===== config.mk =====
export PLATFORM = sky130hd
export DESIGN_NAME = wiper_pos_ctrl
export DESIGN_NICKNAME = d
export VERILOG_FILES = /design/src/rtl/wpc_pkg.sv /design/src/rtl/wpc_sync.sv /design/src/rtl/wpc_counter.sv /design/src/rtl/wpc_decode.sv /design/src/rtl/wpc_store.sv /design/src/rtl/wiper_pos_ctrl.sv
export SDC_FILE = /design/constraint.sdc
export NUM_CORES = 1
export LEC_CHECK = 0
export ABC_CLOCK_PERIOD_IN_PS = 2100
export CORE_AREA = 2 2 94 105
export CTS_CLUSTER_SIZE = 28
export DETAILED_ROUTE_END_ITERATION = 7
export DIE_AREA = 0 0 96 107
export GPL_ROUTABILITY_DRIVEN = 0
export PLACE_DENSITY = 0.71
export SLEW_MARGIN = 5
export SYNTH_ARGS = -nofsm -noshare
export SYNTH_HDL_FRONTEND = slang
export SYNTH_SLANG_ARGS = --single-unit

===== constraint.sdc =====
create_clock -name clk_i -period 2.1 [get_ports clk_i]
set_input_delay 0.525 -clock clk_i [delete_from_list [all_inputs] [get_ports clk_i]]
set_output_delay 0.525 -clock clk_i [all_outputs]
set_load 0.02 [all_outputs]

===== src/rtl/wpc_pkg.sv =====
`timescale 1ns/1ps
package wpc_pkg;

   // Synchronised control pins, MSB first: select, strobe, direction
   typedef struct packed {
      logic cs_n;
      logic inc;
      logic up;
   } pin_set_t;

   localparam logic [2:0] PINS_IDLE = 3'b110;

   typedef enum logic [1:0] {
      SU_ACTIVE  = 2'd0,
      SU_STORING = 2'd1,
      SU_STANDBY = 2'd2
   } store_state_e;

endpackage


===== src/rtl/wpc_sync.sv =====
`timescale 1ns/1ps
module wpc_sync #(
   parameter int unsigned STAGES    = 2,
   parameter int unsigned WIDTH     = 3,
   parameter logic [WIDTH-1:0] RESET_VAL = '0
) (
   input  logic             clk_i,
   input  logic             rst_n_i,
   input  logic [WIDTH-1:0] din_i,
   output logic [WIDTH-1:0] dout_o
);

   if (STAGES < 2) begin : g_bad_stages
      $error("wpc_sync: STAGES must be at least 2");
   end

   logic [STAGES-1:0][WIDTH-1:0] stage_q;

   always_ff @(posedge clk_i) begin
      if (!rst_n_i) stage_q <= {STAGES{RESET_VAL}};
      else          stage_q <= {stage_q[STAGES-2:0], din_i};
   end

   assign dout_o = stage_q[STAGES-1];

endmodule


===== src/rtl/wpc_counter.sv =====
`timescale 1ns/1ps
module wpc_counter #(
   parameter int unsigned NUM_TAPS = 100,
   parameter int unsigned POS_W    = 7
) (
   input  logic             clk_i,
   input  logic             rst_n_i,
   input  logic [POS_W-1:0] load_val_i,
   input  logic             step_i,
   input  logic             up_i,
   output logic [POS_W-1:0] pos_o
);

   localparam logic [POS_W-1:0] TOP = POS_W'(NUM_TAPS - 1);

   logic [POS_W-1:0] pos_q;

   always_ff @(posedge clk_i) begin
      if (!rst_n_i) begin
         pos_q <= load_val_i;
      end else if (step_i) begin
         if (up_i) begin
            if (pos_q != TOP) pos_q <= pos_q + 1'b1;
         end else begin
            if (pos_q != '0) pos_q <= pos_q - 1'b1;
         end
      end
   end

   assign pos_o = pos_q;

   AST_POS_RANGE: assert property (@(posedge clk_i) disable iff (!rst_n_i)
      pos_q <= TOP);
   AST_HOLD_IDLE: assert property (@(posedge clk_i) disable iff (!rst_n_i)
      !step_i |=> $stable(pos_q));
   AST_STEP_UP: assert property (@(posedge clk_i) disable iff (!rst_n_i)
      step_i && up_i && pos_q != TOP |=> pos_q == $past(pos_q) + 1'b1);
   AST_STEP_DOWN: assert property (@(posedge clk_i) disable iff (!rst_n_i)
      step_i && !up_i && pos_q != '0 |=> pos_q == $past(pos_q) - 1'b1);
   AST_SAT_ENDS: assert property (@(posedge clk_i) disable iff (!rst_n_i)
      step_i && ((up_i && pos_q == TOP) || (!up_i && pos_q == '0)) |=> $stable(pos_q));

endmodule


===== src/rtl/wpc_decode.sv =====
`timescale 1ns/1ps
module wpc_decode #(
   parameter int unsigned NUM_TAPS = 100,
   parameter int unsigned POS_W    = 7,
   parameter bit          OUT_REG  = 1'b0
) (
   input  logic                clk_i,
   input  logic [POS_W-1:0]    pos_i,
   output logic [NUM_TAPS-1:0] hot_o
);

   logic [NUM_TAPS-1:0] hot_c;

   for (genvar t = 0; t < NUM_TAPS; t++) begin : g_tap
      assign hot_c[t] = (pos_i == POS_W'(t));
   end

   if (OUT_REG) begin : g_reg
      logic [NUM_TAPS-1:0] hot_q;
      always_ff @(posedge clk_i) hot_q <= hot_c;
      assign hot_o = hot_q;
   end else begin : g_comb
      assign hot_o = hot_c;
   end

endmodule


===== src/rtl/wpc_store.sv =====
`timescale 1ns/1ps
module wpc_store
   import wpc_pkg::*;
#(
   parameter int unsigned POS_W        = 7,
   parameter int unsigned STORE_CYCLES = 2_500_000,
   parameter int unsigned NV_INIT      = 50
) (
   input  logic             clk_i,
   input  logic             rst_n_i,
   input  logic             cs_n_s_i,
   input  logic             cs_rise_i,
   input  logic             inc_s_i,
   input  logic [POS_W-1:0] pos_i,
   output logic [POS_W-1:0] nv_val_o,
   output logic             busy_o,
   output logic             done_o,
   output logic             standby_o
);

   localparam int unsigned CNT_W = (STORE_CYCLES > 1) ? $clog2(STORE_CYCLES) : 1;
   localparam logic [CNT_W-1:0] CNT_LOAD = CNT_W'(STORE_CYCLES - 1);

   logic             store_go;
   store_state_e     state_q;
   logic [CNT_W-1:0] cnt_q;
   logic             done_q;
   // Persistent across reset: stands in for the non-volatile cell
   logic [POS_W-1:0] nv_q = POS_W'(NV_INIT);

   assign store_go = rst_n_i & cs_rise_i & inc_s_i;

   always_ff @(posedge clk_i) begin
      if (store_go) nv_q <= pos_i;
   end

   always_ff @(posedge clk_i) begin
      if (!rst_n_i) begin
         state_q <= SU_STANDBY;
         cnt_q   <= '0;
         done_q  <= 1'b0;
      end else begin
         done_q <= 1'b0;
         if (store_go) begin
            state_q <= SU_STORING;
            cnt_q   <= CNT_LOAD;
         end else begin
            unique case (state_q)
               SU_ACTIVE: begin
                  if (cs_rise_i) state_q <= SU_STANDBY;
               end
               SU_STORING: begin
                  if (cnt_q == '0) begin
                     done_q  <= 1'b1;
                     state_q <= cs_n_s_i ? SU_STANDBY : SU_ACTIVE;
                  end else begin
                     cnt_q <= cnt_q - 1'b1;
                  end
               end
               SU_STANDBY: begin
                  if (!cs_n_s_i) state_q <= SU_ACTIVE;
               end
               default: state_q <= SU_STANDBY;
            endcase
         end
      end
   end

   assign nv_val_o  = nv_q;
   assign busy_o    = (state_q == SU_STORING);
   assign done_o    = done_q;
   assign standby_o = (state_q == SU_STANDBY);

   AST_NV_HOLD: assert property (@(posedge clk_i) disable iff (!rst_n_i)
      !store_go |=> $stable(nv_q));
   AST_DONE_AFTER_BUSY: assert property (@(posedge clk_i) disable iff (!rst_n_i)
      done_o |-> !busy_o && $past(busy_o));
   AST_GO_BUSY: assert property (@(posedge clk_i) disable iff (!rst_n_i)
      store_go |=> busy_o && !standby_o);

endmodule


===== src/rtl/wiper_pos_ctrl.sv =====
`timescale 1ns/1ps
module wiper_pos_ctrl
   import wpc_pkg::*;
#(
   parameter int unsigned NUM_TAPS     = 100,
   parameter int unsigned SYNC_STAGES  = 2,
   parameter int unsigned STORE_CYCLES = 2_500_000,
   parameter int unsigned NV_INIT      = 50,
   parameter bit          OUT_REG      = 1'b0,
   localparam int unsigned POS_W       = $clog2(NUM_TAPS)
) (
   input  logic                clk_i,
   input  logic                rst_n_i,
   input  logic                cs_n_i,
   input  logic                inc_i,
   input  logic                dir_up_i,
   output logic [NUM_TAPS-1:0] tap_sel_o,
   output logic [POS_W-1:0]    position_o,
   output logic                store_busy_o,
   output logic                store_done_o,
   output logic                standby_o
);

   if (NUM_TAPS < 2) begin : g_bad_taps
      $error("wiper_pos_ctrl: NUM_TAPS must be at least 2");
   end
   if (NV_INIT >= NUM_TAPS) begin : g_bad_init
      $error("wiper_pos_ctrl: NV_INIT must be below NUM_TAPS");
   end
   if (STORE_CYCLES < 1) begin : g_bad_store
      $error("wiper_pos_ctrl: STORE_CYCLES must be at least 1");
   end

   pin_set_t         pins_raw, pins_s;
   logic             cs_n_d, inc_d;
   logic             cs_rise, inc_fall, step;
   logic [POS_W-1:0] nv_val, pos;

   assign pins_raw = '{cs_n: cs_n_i, inc: inc_i, up: dir_up_i};

   wpc_sync #(
      .STAGES   (SYNC_STAGES),
      .WIDTH    ($bits(pin_set_t)),
      .RESET_VAL(PINS_IDLE)
   ) u_sync (
      .clk_i  (clk_i),
      .rst_n_i(rst_n_i),
      .din_i  (pins_raw),
      .dout_o (pins_s)
   );

   always_ff @(posedge clk_i) begin
      if (!rst_n_i) begin
         cs_n_d <= 1'b1;
         inc_d  <= 1'b1;
      end else begin
         cs_n_d <= pins_s.cs_n;
         inc_d  <= pins_s.inc;
      end
   end

   assign cs_rise  = !cs_n_d & pins_s.cs_n;
   assign inc_fall = inc_d & !pins_s.inc;
   assign step     = inc_fall & !pins_s.cs_n;

   wpc_counter #(
      .NUM_TAPS(NUM_TAPS),
      .POS_W   (POS_W)
   ) u_count (
      .clk_i     (clk_i),
      .rst_n_i   (rst_n_i),
      .load_val_i(nv_val),
      .step_i    (step),
      .up_i      (pins_s.up),
      .pos_o     (pos)
   );

   wpc_store #(
      .POS_W       (POS_W),
      .STORE_CYCLES(STORE_CYCLES),
      .NV_INIT     (NV_INIT)
   ) u_store (
      .clk_i    (clk_i),
      .rst_n_i  (rst_n_i),
      .cs_n_s_i (pins_s.cs_n),
      .cs_rise_i(cs_rise),
      .inc_s_i  (pins_s.inc),
      .pos_i    (pos),
      .nv_val_o (nv_val),
      .busy_o   (store_busy_o),
      .done_o   (store_done_o),
      .standby_o(standby_o)
   );

   wpc_decode #(
      .NUM_TAPS(NUM_TAPS),
      .POS_W   (POS_W),
      .OUT_REG (OUT_REG)
   ) u_dec (
      .clk_i(clk_i),
      .pos_i(pos),
      .hot_o(tap_sel_o)
   );

   assign position_o = pos;

   AST_ONE_TAP: assert property (@(posedge clk_i) disable iff (!rst_n_i)
      $countones(tap_sel_o) == 1);
   AST_NOSTORE_STANDBY: assert property (@(posedge clk_i) disable iff (!rst_n_i)
      cs_rise && !pins_s.inc && !store_busy_o |=> standby_o && !store_busy_o);
   AST_SELECTED_AWAKE: assert property (@(posedge clk_i) disable iff (!rst_n_i)
      !pins_s.cs_n && !store_busy_o |=> !standby_o);

endmodule


==> Word-level counts from Yosys, hierarchy flattened <==
Index checks and enable logic that the tools add are counted.
{ "classes": {"eq_ne": 109, "muxes": 15, "addsub": 3, "n_reduce_logical": 14, "bitwise_logic": 8} }
{ "op_table": {"columns": ["op", "n"], "rows": [
  ["$eq 7x7->1 const B", 36],
  ["$eq 7x6->1 const B", 32],
  ["$eq 7x5->1 const B", 16],
  ["$mux 22", 3],
  ["$eq 7x4->1 const B", 8],
  ["$mux 7", 5],
  ["$eq 7x3->1 const B", 4],
  ["$logic_not 22->1", 1],
  ["$sub 22x1->22 const B", 1],
  ["$eq 7x2->1 const B", 2],
  ["$mux 2", 5],
  ["$ne 3x1->1 const B", 3],
  ["$add 7x1->7 const B", 1],
  ["$eq 7x1->1 const B", 1],
  ["$logic_not 7->1", 1],
  ["$ne 7x7->1 const B", 1],
  ["$reduce_bool 7->1", 1],
  ["$sub 7x1->7 const B", 1],
  ["$ne 3x2->1 const B", 2],
  ["$pmux 2 s3", 1],
  ["$reduce_and 3->1", 2],
  ["$and 1x1->1", 5],
  ["$ne 2x1->1 const B", 2],
  ["$reduce_and 2->1", 2],
  ["other kinds (9)", 13]
]} }
{ "totals": {"input_bits": 5, "regBits": 47, "wordCells": 159, "out_inout_bits": 110} }

==> Longest topological paths before layout <==
Gate-level depths: netlist (run 1).
{ "logic_depth": {"ltp_word": 6, "depth_mapped": 7, "depth_no_buf": 6} }

==> Hierarchy <==
A second synthesis (run 1) with hierarchy kept.
{ "hier_totals": {"hier_cells": 366, "hier_area_um2": 3060.4} }
{ "modules_own_cells": {"columns": ["module", "cells_each", "seq_area_each_um2", "area_per_inst_um2", "n_inst"], "rows": [
  ["wpc_store", 152, 710.7, 1547.7, 1],
  ["wpc_decode", 143, 0.0, 690.7, 1],
  ["wpc_counter", 50, 210.2, 569.3, 1],
  ["wpc_sync", 15, 120.1, 180.2, 1],
  ["wiper_pos_ctrl", 6, 40.0, 72.6, 1]
]} }

==> Worst setup path after synthesis (run 1) <==
OpenSTA, ideal clock, no wires.
{ "synth_path": {"path_kind": "register to output", "from": "register u_count.pos_q[5], in the netlist u_count.pos_o[5]", "to": "output port tap_sel_o[18]", "path_stages_with_launch": 6, "setup_slack_ns": -0.271, "arrival_ns": 1.846, "n_path_buf": 3, "path_cell_list": "edfxtp_1 > clkbuf_1 > or3b_2 > clkbuf_1 > clkbuf_1 > nor2_1"} }
{ "synth_via": {"elab_chain_len": 1} }
{ "synth_lines": {"columns": ["item", "line", "rtl"], "rows": [
  ["start: declaration", "wpc_counter.sv:16", "logic [POS_W-1:0] pos_q;"],
  ["start signal: assignment", "wpc_counter.sv:20", "pos_q <= load_val_i;"],
  ["start signal: assignment", "wpc_counter.sv:23", "if (pos_q != TOP) pos_q <= pos_q + 1'b1;"],
  ["start signal: assignment", "wpc_counter.sv:25", "if (pos_q != '0) pos_q <= pos_q - 1'b1;"],
  ["$eq 7x5->1", "wpc_decode.sv:15", "assign hot_c[t] = (pos_i == POS_W'(t));"],
  ["end: declaration", "wiper_pos_ctrl.sv:17", "output logic [NUM_TAPS-1:0] tap_sel_o,"]
]} }
No other way between the ends.

==> Worst setup path in the final report (run 1) <==
{ "layout_path": {"from": "register u_count.pos_q[5], in the netlist u_count.pos_o[5]", "to": "output port tap_sel_o[46]"} }
{ "layout_via": {"elab_chain_len": 1} }
{ "layout_lines": {"columns": ["item", "line"], "rows": [
  ["$eq 7x6->1", "wpc_decode.sv:15"]
]} }
No other way between the ends.

==> out/results.tsv, run 1 <==
metric	value	unit
share of the yosys chip area belonging to registers	34.3	%
Net count, final	613	
Synth Cell Area	3150	um2
layout cell share with drive strength beyond 1	57.5	%
Comb pwr share	30.6	%
CP max FO	8	
Hold Crit Depth	1	
Cell Pwr Density	383	nW/um2
Peak supply drop	0.000609	V
worst min-delay path class	reg2reg	
Async SR Flop Fraction	0	%
P&R area growth vs syn	96.8	%
drt first pass iters	4	
period utilization	110	%
PortBufs	114	
endpoints failing setup	107	
Critical Path End Type	output port	
reg-to-reg slack, setup	-40	ps
Internal Power	1.65	mW
Yosys reg bits	47	
initial antenna violation count	0	
CTS Buf Count	5	
clock-pin slew on the worst setup and hold paths	80	ps
clk_skew	9.10	ps
Clock power frac	27.8	%
EDFF count, synth	14	
number of distinct library cells after synthesis	59	
total of max-cap violations	0	
Worst R2R Start	u_count.pos_o[0]	
measured slew at the worst slew-check pin	387	ps
WL final	13300	um
post-layout util	67.3	%
Top FF cell, synth	dfxtp_1	
Startpoint Class	register	
Slew HR	73.5	%
H-tree depth	2	
Period minus WS final	2310	ps
max-slew violation count	0	
GRT Residual Overflow	0	
initial core utilization	34.2	%
Reg power frac	41.6	%
Crit Path Class	reg2out	
final hold viol count	0	
status	complete, but fails checks	
Worst path slowest cell	edfxtp_1	
FMAX	434	MHz
Crit path arrival time	1780	ps
RSZ-0062 raised after global routing	true	
area share of the largest cell type after synthesis	21.0	%
DP Area	5040	um2
post-synth top area cell	dfxtp_1	
FF-to-FF path depth	7	
gr usage total	21.8	%
CTS tree	done	
CP dominant cell by count	buf_4	
crit-path max cell delay	480	ps
Mapped Cells	400	
WP data required	1570	ps
DRC viols	0	
sequence of cells on the critical path	buf_4 > or3b_4 > nor2_1 > buf_4	
first-pass GRT wire length	17700	um
Area contributors post-synth	dfxtp_1 21%, nor2_1 14%, edfxtp_1 13%, nand2_1 4.1%, or3_1 3.0%	
CTS max path bufs	2	
Ant. Diodes	0	
Hold Buf Count CTS	0	
die area	10300	um2
total core area	9210	um2
leak pwr	2.43	nW
number of global-route vias before repair	3597	
worst reg2reg endpoint	u_count.pos_o[6]	
drt via density	5.43	
Net Sw Frac	30.4	%
Finished Cell Area	6200	um2
ANT nets after route	0	
width of the die	96	um
CTS Sinks	47	
clk root buf	clkbuf_8	
fill cell total of the finished layout	611	
Yosys warning total	0	
DR iter-0 viols	138	
Avg Cell Area, Syn	7.88	um2
vias	3904	
HPWL after DPL	7920	um
IO Count	115	
Routed WL per cell	18.5	um
Worst setup startpoint	u_count.pos_o[5]	
# rows	37	
Hold Crit Endpoint	u_sync.dout_o[1]	
final worst setup slack	-206	ps
worst-skew pair later-pin latency	300	ps
Chip Height	107	um
HP Start	u_sync.stage_q[1]	
Sw Pwr	720	uW
largest net degree at the start of global routing	17	
syn_nets	412	
failing checks	setup timing	
[critical path, delay by kind of cell (launching register included)]
family / cells / cell delay (ps)
and+or+nand+nor: 2 / 670
DFF: 1 / 480
buffers and inverters: 2 / 340
[final cells by class]
cell class / instances / area, um2 / share of cell area [%]
flip-flops and latches: 47 / 1080 / 17.4
inverters: 11 / 41.3 / 0.666
clock buffers: 5 / 68.8 / 1.11
repair buffers: 220 / 2180 / 35.2
clock inverters: 3 / 43.8 / 0.706
well taps: 117 / 146 / 2.36
multi-input cells: 316 / 2640 / 42.5
[kinds of logic (layout without fill, tap and decap cells)]
kind of cell,count (synthesis),after routing,synth area share [%]
AOI/OAI and AO/OA,45,45,11.4
DFF,47,47,34.3
and+or+nand+nor,239,241,37.8
adders and majority gates,7,7,2.78
xor gates and xnor gates,6,6,1.67
buffers and inverters,39,239,6.35
muxes,17,17,5.72
[state kept, by name (all words and copies together) (netlist names)]
name	count
u_store.cnt_q	22
u_sync.dout_o	3
u_count.pos_o	7
u_sync.stage_q	3
inc_d	1
u_store.nv_val_o	7
u_store.done_o	1
u_store.state_q	2
cs_n_d	1
[worst max path at each step]
stage / end / slack [ps]
after global placement: tap_sel_o[41] / -240
final: tap_sel_o[46] / -210
after detailed placement: tap_sel_o[25] / -270
after floorplan: u_count.pos_o[0] / -50
after CTS: tap_sel_o[43] / -170
after global routing: tap_sel_o[46] / -270
[layout by cell type, fill, tap and decap left out, types with 5 or more instances in the layout]
cell,n
dlygate4sd2_1,5
buf_12,8
nand2_1,22
clkdlybuf4s50_1,5
nor2_2,9
mux2i_1,9
nor4_1,8
a21oi_1,5
nand2b_1,8
buf_4,97
nand2_2,5
ha_4,5
nand4_1,6
inv_1,9
mux2_2,5
nor3_1,11
or3_1,13
edfxtp_1,14
nand2_4,6
nor2_4,64
dfxtp_1,33
nand3_1,5
clkbuf_8,5
buf_6,99
nor2_1,44
a211oi_1,11
[timing repair]
item                                    4_1_cts  5_1_grt
endpoints found under the hold margin         0        0
gates resized for setup                     630      117
endpoints found under the setup margin      110      116
buffers inserted                             35       13
gates cloned                                  3        0
pin swaps                                    18       30
[layer usage]
layer,wire length (um),share of wire (%),GRT usage (%)
met2,7170,54,41.8
met5,0,0,0
met1,4780,36,23.1
met3,818,6.2,3.58
met4,512,3.9,8.06
[cells in the mapped netlist, drive strengths merged (4+ instances only)]
library cell and instances:
nor2 117, nand2 34, dfxtp 33, clkbuf 23
or3 15, edfxtp 14, nor3 12, a211oi 11
inv 11, mux2i 9, nand3 9, nor4 9
mux2 8, nand2b 8, ha 7, a21oi 6
nand4 6, buf 5, nor4b 4, o31ai 4
[per-stage QoR]
| stage | setup TNS, ps | power, mW | setup slack [ps] | hold slack, ps | std cells |
|---|---|---|---|---|---|
| finish | -10250 | 2.37 | -206 | 412 | 719 |
| global route | -17190 | 2.46 | -268 | 431 | 719 |
| CTS | -5400 | 2.28 | -170 | 415 | 710 |
| detailed placement | -22000 | 1.47 | -271 | 392 | 664 |
| global placement | -18530 | 1.46 | -245 | 393 | 664 |
| floorplan | -1640 | 1.30 | -54.3 | 386 | 400 |
[power groups by stage]
stage               sequential (mW)  clock [mW]  combinational (mW)
CTS                           0.985       0.679               0.614
floorplan                      1.01           0               0.291
finish                        0.988       0.659               0.725
detailed placement             1.00           0               0.470
global route                  0.991       0.715               0.758
global placement               1.00           0               0.462
(Power assumes the default switching activity.)
==> run 2, diff against run 1 <==
PLACE_DENSITY = unset   (was 0.71)
PLACE_DENSITY_LB_ADDON = 0.15   (was unset)
==> out/results.tsv, run 2 (synthesis gave the netlist of run 1 again) <==
metric	value	unit
status	complete, but fails checks	
failing checks	setup timing	
Storage cell area	1080	um2
Cell Pwr Density	364	nW/um2
max-slew violation count	0	
drt via density	5.29	
clock-pin slew on the worst setup and hold paths	90	ps
die area	10300	um2
Crit Path Class	reg2out	
fill cell total of the finished layout	655	
Internal Power	1.57	mW
Critical Path End Type	output port	
worst min-delay path class	reg2reg	
commonest non-fill, non-tap cells in the layout	107 x buf_6, 86 x buf_4, 73 x nor2_4	
clk_skew	6.06	ps
WL final	12800	um
vias	3807	
layout cell share with drive strength beyond 1	60.5	%
CTS Sinks	47	
DRC viols	0	
Peak supply drop	0.000344	V
CTS max path bufs	2	
number of global-route vias before repair	3382	
DR iter-0 viols	114	
PortBufs	114	
first-pass GRT wire length	17400	um
post-layout util	68.4	%
Net Sw Frac	31.6	%
measured slew at the worst slew-check pin	470	ps
# rows	37	
HPWL after DPL	8190	um
Clock power frac	25.7	%
CP max FO	5	
Finished Cell Area	6300	um2
Hold Worst Slack	419	ps
IO Count	115	
initial core utilization	34.2	%
worst-skew pair later-pin latency	310	ps
final worst setup slack	-272	ps
largest net degree at the start of global routing	19	
Largest register FFs	22	
DP Area	5050	um2
HP Start	u_sync.stage_q[2]	
leading cell type in the layout, fill and taps excluded	buf_6	
setup TNS	-17010	ps
Worst setup startpoint	u_count.pos_o[6]	
Chip Height	107	um
Net count, final	613	
H-tree depth	2	
drt first pass iters	4	
period utilization	113	%
FMAX	422	MHz
largest register by flop count	u_store.cnt_q	
Comb pwr share	31.4	%
Slew HR	68.6	%
CTS tree	done	
Period minus WS final	2370	ps
clk root buf	clkbuf_8	
CTS Buf Count	5	
Worst R2R Start	u_count.pos_o[1]	
leak pwr	2.41	nW
initial antenna violation count	0	
WP data required	1570	ps
Sw Pwr	726	uW
Routed WL per cell	17.8	um
width of the die	96	um
RSZ-0062 raised after global routing	true	
Reg power frac	42.9	%
Crit path arrival time	1850	ps
Startpoint Class	register	
gr usage total	21.4	%
total core area	9210	um2
total of max-cap violations	0	
GRT Residual Overflow	0	
P&R area growth vs syn	100	%
ANT nets after route	0	
Ant. Diodes	0	
final hold viol count	0	
endpoints failing setup	102	
Multi-input gate area	2680	um2
run 2: changes by cell type in the layout (fill, tap and decap cells not counted), sizes merged, moves of 2 or more:
cell	delta
dlygate4sd2	-3
buf	-3
dlymetal6s2s	+2
clkbuf	+4
run 2: final cells by class:
cell class                 instances  area share (%)
tap                              117            2.32
multi-input combinational        315            42.5
timing repair buffer             221            35.8
clock buffer                       6            1.31
inverter                          11           0.655
clock inverter                     2           0.258
sequential                        47            17.2
run 2: timing repair:
| action | in CTS | in global routing |
|---|---|---|
| endpoints found under the setup margin | 102 | 127 |
| cloned | 1 | 4 |
| pin swaps | 10 | 29 |
| setup buffers | 26 | 16 |
| hold endpoints to repair | 0 | 0 |
| resized for setup | 579 | 193 |
| hold buffers | 0 | 0 |
run 2: worst paths after layout:
kind                                         end  slack, ps  depth (start not counted)
worst max-delay path               tap_sel_o[37]       -270                          5
worst min-delay path            u_sync.dout_o[2]        420                          1
worst max register to register  u_count.pos_o[3]        -10                          7
worst min register to register  u_sync.dout_o[2]        420                          1
run 2: worst max-delay path: stages, from the launching register on:
cell and delay, ps:
edfxtp_1 500, buf_4 200, or3b_4 440, buf_12 170, nor2_4 80, buf_4 150
run 2: power by group through the flow:
stage / Sequential [mW] / Clock [mW] / Combinational [mW]
2_1_floorplan: 1.01 / 0 / 0.291
3_5_place_dp: 1.00 / 0 / 0.478
5_1_grt: 0.989 / 0.646 / 0.761
3_3_place_gp: 1.00 / 0 / 0.472
6_report: 0.985 / 0.591 / 0.721
4_1_cts: 0.983 / 0.604 / 0.583
run 2: per-layer routing:
layer / up-vias / routed length, um / global-route usage [%]
li1: 1808 / - / -
met2: 139 / 6790 / 40.2
met4: 0 / 505 / 5.92
met3: 33 / 759 / 3.79
met5: - / 0 / 0
met1: 1827 / 4710 / 24.1
run 2: through the flow:
step | power (mW) | std cells | setup slack, ps
after floorplan | 1.30 | 400 | -54.3
after global placement | 1.47 | 667 | -233
after detailed placement | 1.48 | 667 | -272
after CTS | 2.17 | 702 | -209
after global routing | 2.40 | 719 | -329
final | 2.30 | 719 | -272
==> run 3, diff against run 2 <==
HOLD_SLACK_MARGIN = 0.12   (was unset)
==> results of run 3 <==
No change in the layout: final DEF, timing and power equal those of run 2.
